File: config.mk
export PLATFORM = sky130hd
export DESIGN_NAME = pkd_mac
export DESIGN_NICKNAME = d
export VERILOG_FILES = /design/src/rtl/pkd_mac_pkg.sv /design/src/rtl/pkd_mac_lanes.sv /design/src/rtl/pkd_mac_sum.sv /design/src/rtl/pkd_mac.sv
export SDC_FILE = /design/constraint.sdc
export NUM_CORES = 2
export LEC_CHECK = 0
export BUFFER_PORTS_ARGS = -buffer_cell sky130_fd_sc_hd__buf_2
export CORE_MARGIN = 4
export CORE_UTILIZATION = 30
export DETAILED_ROUTE_END_ITERATION = 6
export HOLD_SLACK_MARGIN = 0.12
export SETUP_SLACK_MARGIN = 0.05
export SYNTH_ARGS = -nofsm -noshare
export SYNTH_HDL_FRONTEND = slang
export SYNTH_HIERARCHICAL = 1
export SYNTH_SLANG_ARGS = --single-unit
File: constraint.sdc
create_clock -name clk -period 2.6 [get_ports clk]
set_clock_uncertainty 0.2 [all_clocks]
set_input_delay 0.39 -clock clk [delete_from_list [all_inputs] [get_ports clk]]
set_output_delay 0.39 -clock clk [all_outputs]
set_load 0.05 [all_outputs]
File: src/rtl/pkd_mac_pkg.sv
package pkd_mac_pkg;

    // How the two lane products are merged before accumulation
    typedef enum logic {
        CMB_ADD = 1'b0,
        CMB_SUB = 1'b1
    } cmb_e;

    // Number of lanes packed in one operand word
    localparam int unsigned N_LANES = 2;

endpackage

File: src/rtl/pkd_mac_lanes.sv
module pkd_mac_lanes
    import pkd_mac_pkg::*;
#(
    parameter int unsigned LANE_W = 16,
    localparam int unsigned WORD_W = N_LANES * LANE_W,
    localparam int unsigned PROD_W = 2 * LANE_W
) (
    input  logic [WORD_W-1:0]              op_a,
    input  logic [WORD_W-1:0]              op_b,
    input  logic                           xchg_en,
    output logic signed [N_LANES-1:0][PROD_W-1:0] prod
);

    // One signed multiplier per lane; lane g of op_a meets lane g
    // (or the opposite lane when exchanging) of op_b.
    for (genvar g = 0; g < N_LANES; g++) begin : g_lane
        localparam int unsigned OPP = N_LANES - 1 - g;
        logic signed [LANE_W-1:0] a_l;
        logic signed [LANE_W-1:0] b_l;

        always_comb begin
            a_l = op_a[g*LANE_W +: LANE_W];
            b_l = xchg_en ? op_b[OPP*LANE_W +: LANE_W] : op_b[g*LANE_W +: LANE_W];
            prod[g] = PROD_W'(a_l * b_l);
        end
    end

endmodule

File: src/rtl/pkd_mac_sum.sv
module pkd_mac_sum
    import pkd_mac_pkg::*;
#(
    parameter int unsigned LANE_W = 16,
    localparam int unsigned WORD_W = N_LANES * LANE_W,
    localparam int unsigned PROD_W = 2 * LANE_W,
    localparam int unsigned ACC_W  = 2 * WORD_W,
    localparam int unsigned CMB_W  = PROD_W + 1,
    localparam int unsigned NRW_W  = WORD_W + 2
) (
    input  logic signed [PROD_W-1:0] p_hi,
    input  logic signed [PROD_W-1:0] p_lo,
    input  logic [ACC_W-1:0]         acc_in,
    input  cmb_e                     cmb,
    input  logic                     wide_en,
    output logic [ACC_W-1:0]         sum,
    output logic                     ovf
);

    logic signed [CMB_W-1:0] pair_d;
    logic signed [ACC_W-1:0] wide_sum;
    logic signed [NRW_W-1:0] nrw_sum;
    logic signed [WORD_W-1:0] acc_lo;

    always_comb begin
        // Merge lane products with one spare bit so nothing is lost
        if (cmb == CMB_SUB) begin
            pair_d = CMB_W'(p_hi) - CMB_W'(p_lo);
        end else begin
            pair_d = CMB_W'(p_hi) + CMB_W'(p_lo);
        end

        acc_lo   = acc_in[WORD_W-1:0];
        wide_sum = $signed(acc_in) + ACC_W'(pair_d);
        nrw_sum  = NRW_W'(acc_lo) + NRW_W'(pair_d);

        if (wide_en) begin
            sum = wide_sum;
            ovf = 1'b0;
        end else begin
            sum = {{(ACC_W-WORD_W){nrw_sum[WORD_W-1]}}, nrw_sum[WORD_W-1:0]};
            // Exact value fits only if the top three bits agree
            ovf = !((nrw_sum[NRW_W-1:WORD_W-1] == '0) || (nrw_sum[NRW_W-1:WORD_W-1] == '1));
        end
    end

endmodule

File: src/rtl/pkd_mac.sv
module pkd_mac
    import pkd_mac_pkg::*;
#(
    parameter int unsigned LANE_W  = 16,
    parameter bit          REG_OUT = 1'b1,
    localparam int unsigned WORD_W = N_LANES * LANE_W,
    localparam int unsigned PROD_W = 2 * LANE_W,
    localparam int unsigned ACC_W  = 2 * WORD_W
) (
    input  logic              clk,
    input  logic              rst_n,
    input  logic              in_vld,
    input  logic [WORD_W-1:0] op_a,
    input  logic [WORD_W-1:0] op_b,
    input  logic [ACC_W-1:0]  acc_in,
    input  logic              sub_en,
    input  logic              xchg_en,
    input  logic              wide_en,
    input  logic              ovf_clr,
    output logic              out_vld,
    output logic [ACC_W-1:0]  res,
    output logic              ovf_flag
);

    typedef struct packed {
        logic             vld;
        logic [ACC_W-1:0] res;
        logic             ovf;
    } state_t;

    state_t st_d, st_q;

    logic signed [N_LANES-1:0][PROD_W-1:0] prod;
    logic [ACC_W-1:0] sum_res;
    logic             sum_ovf;
    cmb_e             cmb;

    assign cmb = sub_en ? CMB_SUB : CMB_ADD;

    pkd_mac_lanes #(.LANE_W(LANE_W)) u_lanes (
        .op_a    (op_a),
        .op_b    (op_b),
        .xchg_en (xchg_en),
        .prod    (prod)
    );

    pkd_mac_sum #(.LANE_W(LANE_W)) u_sum (
        .p_hi    (prod[1]),
        .p_lo    (prod[0]),
        .acc_in  (acc_in),
        .cmb     (cmb),
        .wide_en (wide_en),
        .sum     (sum_res),
        .ovf     (sum_ovf)
    );

    always_comb begin
        st_d     = st_q;
        st_d.vld = in_vld;
        if (in_vld) begin
            st_d.res = sum_res;
        end
        // A fresh overflow outranks a clear at the same edge
        st_d.ovf = (st_q.ovf & ~ovf_clr) | (in_vld & sum_ovf);
    end

    always_ff @(posedge clk or negedge rst_n) begin
        if (!rst_n) begin
            st_q <= '0;
        end else begin
            st_q <= st_d;
        end
    end

    assign ovf_flag = st_q.ovf;

    // Cycles since reset: guards properties that look one cycle back
    logic chk_arm_q;
    always_ff @(posedge clk or negedge rst_n) begin
        if (!rst_n) begin
            chk_arm_q <= 1'b0;
        end else begin
            chk_arm_q <= 1'b1;
        end
    end

    if (REG_OUT) begin : g_reg
        assign out_vld = st_q.vld;
        assign res     = st_q.res;

        p_lat_r9: assert property (@(posedge clk) disable iff (!rst_n)
            chk_arm_q |-> (out_vld == $past(in_vld)));

        p_hold_r9: assert property (@(posedge clk) disable iff (!rst_n)
            (chk_arm_q && !$past(in_vld)) |-> $stable(res));
    end else begin : g_comb
        assign out_vld = in_vld;
        assign res     = sum_res;
    end

    p_ovf_set_r6: assert property (@(posedge clk) disable iff (!rst_n)
        (chk_arm_q && $past(in_vld && sum_ovf)) |-> ovf_flag);

    p_sticky_r7: assert property (@(posedge clk) disable iff (!rst_n)
        (chk_arm_q && $past(ovf_flag) && !$past(ovf_clr)) |-> ovf_flag);

    p_wide_quiet_r8: assert property (@(posedge clk) disable iff (!rst_n)
        (chk_arm_q && $past(!ovf_flag && (!in_vld || wide_en))) |-> !ovf_flag);

endmodule

== Word-level counts from Yosys, hierarchy flattened ==
Cells that the tools add are included.
Word-level totals
  register bits after elaboration: 66
  output and inout bits: 66
  logic and storage cells: 23
Operators by class
  $add $sub $neg: 4
  $mul: 2
  eq/ne operators: 1
  multiplexer cells: 6
  bitwise logic cells: 4
  reduce and logical (&&, ||, !) cells: 3
Operators by type and width (count)
  adder 64 x 33 -> 64 bit: 1
  multiplier 16 x 16 -> 32 bit: 2
  2-to-1 mux 64 bit: 1
  adder 32 x 33 -> 34 bit: 1
  adder 32 x 32 -> 33 bit: 1
  2-to-1 mux 33 bit: 1
  subtractor 32 x 32 -> 33 bit: 1
  2-to-1 mux 16 bit: 2
  equality test 3 bit, second input constant: 1
  zero test 3 bit: 1
  bitwise AND 1 bit: 2
  2-to-1 mux 1 bit: 2
  zero test 1 bit: 1
  logical OR 1 bit: 1
  NOT 1 bit: 1
  bitwise OR 1 bit: 1

== Logic depth before layout (Yosys ltp) ==
  depth in word-level cells: 11
  gate-level depth with buffers: 54
  gate-level depth less buffers: 50

== By module ==
Netlist, hierarchy kept.
Modules (own cells, without submodules)
  pkd_mac_lanes: instances 1, cells each 2286, area each 20352.0 sq um, seq. area each 0.0 sq um
  pkd_mac_sum: instances 1, cells each 949, area each 6517.5 sq um, seq. area each 0.0 sq um
  pkd_mac: instances 1, cells each 140, area each 2641.3 sq um, seq. area each 1651.6 sq um

== Worst setup path after synthesis ==
Ideal clock, no wire load.
  kind: in2reg
  start point: input port xchg_en
  end point: register st_q (netlist bit res[63])
  arrival: 12.826 ns
  required time: 2.275 ns
  setup slack: -10.551 ns
  stages on the path: 48
  buffers on the path: 5
  cell sequence: clkbuf_1 buf_2 clkbuf_1 mux2i_1 clkbuf_1 nor2_1 fa_1 fa_1 fa_1 fa_1 fa_1 inv_1 fa_1 inv_1 ha_1 nand4_1 nor3_1 nand3_1 (+12 left out) nand4b_1 o21ai_0 o211ai_1 o21ai_0 a211oi_4 ha_1 clkbuf_1 nand4_1 o211ai_1 a21oi_1 or4_1 a211o_1 a31o_2 o31ai_2 a221oi_1 xnor3_1 a21o_1 mux2_2
RTL lines
  from (decl): RTL line pkd_mac.sv:17  | input logic xchg_en,
  to (signal assigned): RTL line pkd_mac.sv:71  | st_q <= st_d;
  to (decl): RTL line pkd_mac.sv:31  | state_t st_d, st_q;

==> flow_summary.json <==
{
  "synthTopCellsByCount": "689 x inv_1, 526 x fa_1, 322 x nand2_1",
  "worstMarginPinSlew_ns": 0.620,
  "grt_start_max_net_pins": 31,
  "outcome": "complete, but fails checks",
  "cp-endpoint": "res[63]$_DFFE_PN0P_",
  "grt_pass1_wl_mm": 146,
  "hold_class": "primary input to flip-flop",
  "critPathLaunchType": "primary input",
  "wl_per_cell_um": 15.9,
  "syn_inst": 3375,
  "io_pins": 201,
  "ff2ff_setup_slack_ns": 1.55,
  "synth_edf_count": 0,
  "grt_pass1_vias": 27936,
  "cp_common_cell": "fa_1",
  "r2r_start": "res[21]$_DFFE_PN0P_",
  "setup_violations": 64,
  "syn_nets": 4297,
  "viasPerCell": 4.65,
  "dp_hpwl_mm": 77.6,
  "cts.path.max_buffers": 2,
  "fin_area_sq_mm": 0.0420,
  "synth_top_area_share": 0.357,
  "cp.required_ns": 2.62,
  "drive_above_1_share": 0.367,
  "synth_async_sr_flop_share": 1.00,
  "place.gp.congestion": 0.893,
  "syn2layout_area_growth_pct": 42.5,
  "vias": 26282,
  "period_minus_slack_ns": 11.12,
  "yosysTopAreaCell": "fa_1",
  "max_stage_delay_ns": 0.55,
  "crit_path_start": "xchg_en",
  "die_w_um": 322,
  "synth.area.top_cells": "fa_1 36%, ha_1 11%, inv_1 8.8%, dfrtp_1 5.6%, xnor2_1 4.1%",
  "die_area_sq_mm": 0.103,
  "fillers": 9410,
  "drt-total-wl_mm": 90.1,
  "maxSlewViolCount": 0,
  "initial_core_util": 0.304,
  "r2r_cells": 1,
  "min_path_cells": 1,
  "synth-seq-area-share": 0.0560,
  "crit_type": "primary input to flip-flop",
  "nNetsFinal": 5289,
  "hold_viol": 0,
  "synthFlopType": "dfrtp_1",
  "utilization": 0.433,
  "fmax_mhz": 89.9,
  "worst_skew_pair.late_latency_ns": 0.33,
  "cts_root_buffer": "clkbuf_16",
  "post_synth.cell_area_avg_sq_um": 8.74,
  "arrival_ns": 11.14,
  "numCtsBuffers": 9,
  "whs_ns": 0.213,
  "grtUsageTotal": 0.174,
  "max_slew_margin": 0.585,
  "synth_warnings": 6,
  "synth_area_sq_mm": 0.0295,
  "cts_tree": "yes",
  "post-route-drc-count": 0,
  "crit_path_end_kind": "flip-flop",
  "setup_ws_ns": -8.52,
  "place_area_sq_mm": 0.0387,
  "drv_cap": 0,
  "drt_iter0_drc": 1319,
  "num_rows": 114,
  "yosys.cell_count.top_type": "inv_1",
  "synthDistinctLibCells": 82,
  "violations": "setup timing",
  "post-route-period-util": 4.28,
  "htreeDepth": 3,
  "drtAntennaViolNets": 0,
  "crit_path_top_delay_cell": "fa_1",
  "core_area_sq_mm": 0.0971,
  "antenna_found_initial": 8,
  "fp.dieH_um": 322,
  "cts_num_sinks": 66,
  "rsz0062_at_grt": "true",
  "clk_pin_slew_ns": 0.06,
  "path_max_fanout": 8,
  "first_pass_iters": 4,
  "synth_seq_cells": 66,
  "grt_overflow_total": 0,
  "port_buffers": 200,
  "rr_endpoint": "res[21]$_DFFE_PN0P_"
}
stage by stage:
step,setup slack (ns),TNS (ns),instances
final,-8.52,-454.34,5652
after CTS,-8.43,-447.05,5609
after detailed placement,-9.30,-491.43,5533
after global placement,-9.24,-489.49,5533
after floorplan,-9.18,-442.14,3375
after global routing,-8.97,-476.72,5651
routing by layer:
layer	wire, um	track usage	share of wire
met5	9	0	0.00010
met1	40400	0.233	0.45
met4	2720	0.0477	0.030
met2	44200	0.304	0.49
met3	2760	0.0107	0.031
placed cells by master (no fill, tap or decap), types with 106 or more instances in the layout:
cell type	netlist	final
nor2b_1	137	135
ha_1	261	193
buf_2	7	198
nand2_1	322	300
and2_1	135	119
a21oi_1	171	108
buf_4	1	795
xnor2_1	139	106
inv_1	689	667
fa_1	526	513
what timing repair did:
| action | 4_1_cts | 5_1_grt |
|---|---|---|
| hold buffers | 2 | 0 |
| gates resized for setup | 212 | 236 |
| gates cloned | 5 | 0 |
| pin swaps | 125 | 119 |
| buffers inserted | 54 | 46 |
| hold endpoints to repair | 20 | 0 |
| endpoints found under the setup margin | 64 | 65 |
worst max-delay path: cells and delay by family:
family	cells	cell delay, ns
adders and majority gates	9	3.72
AOI/OAI and AO/OA	16	2.68
buffers and inverters	11	1.36
xor gates and xnor gates	3	0.41
and+or+nand+nor	10	1.93
muxes	2	0.63
final cells by class:
class                           count  area [sq um]  share of cell area
Antenna cell                        4          10.0            0.000238
Clock buffer                       10           239             0.00568
Clock inverter                      6          65.1             0.00155
Inverter                          689          2590              0.0616
Multi-Input combinational cell   2509         27600               0.656
Sequential cell                    66          1650              0.0393
Tap cell                         1276          1600              0.0380
Timing Repair Buffer             1092          8300               0.197
how the worst min path moves through the flow:
stage	from	endpoint	slack [ns]
2_1_floorplan	rst_n	out_vld$_DFF_PN0_	-0.11
3_3_place_gp	rst_n	res[60]$_DFFE_PN0P_	0.22
3_5_place_dp	rst_n	res[60]$_DFFE_PN0P_	0.23
4_1_cts	in_vld	out_vld$_DFF_PN0_	0.20
5_1_grt	in_vld	out_vld$_DFF_PN0_	0.21
6_report	in_vld	out_vld$_DFF_PN0_	0.21
registers in the layout (all words and copies together), names as in the netlist:
name,flops
ovf_flag,1
out_vld,1
res,64
cell families (layout without fill, tap and decap cells):
logic type               Yosys count  in the layout  share of synthesized area
AND/OR/NAND/NOR                  916            916                      0.156
buffers and inverters            802           1797                      0.105
adder cells (fa/ha/maj)          787            787                      0.467
AO/OA/AOI/OAI                    518            518                      0.115
XOR/XNOR                         185            185                     0.0563
multiplexers                     101            103                     0.0442
flip-flops                        66             66                     0.0560
other                              0              4                          0
Power is not shown: default switching activity piles up to over one toggle a cycle in this logic, so the estimate is an artifact.
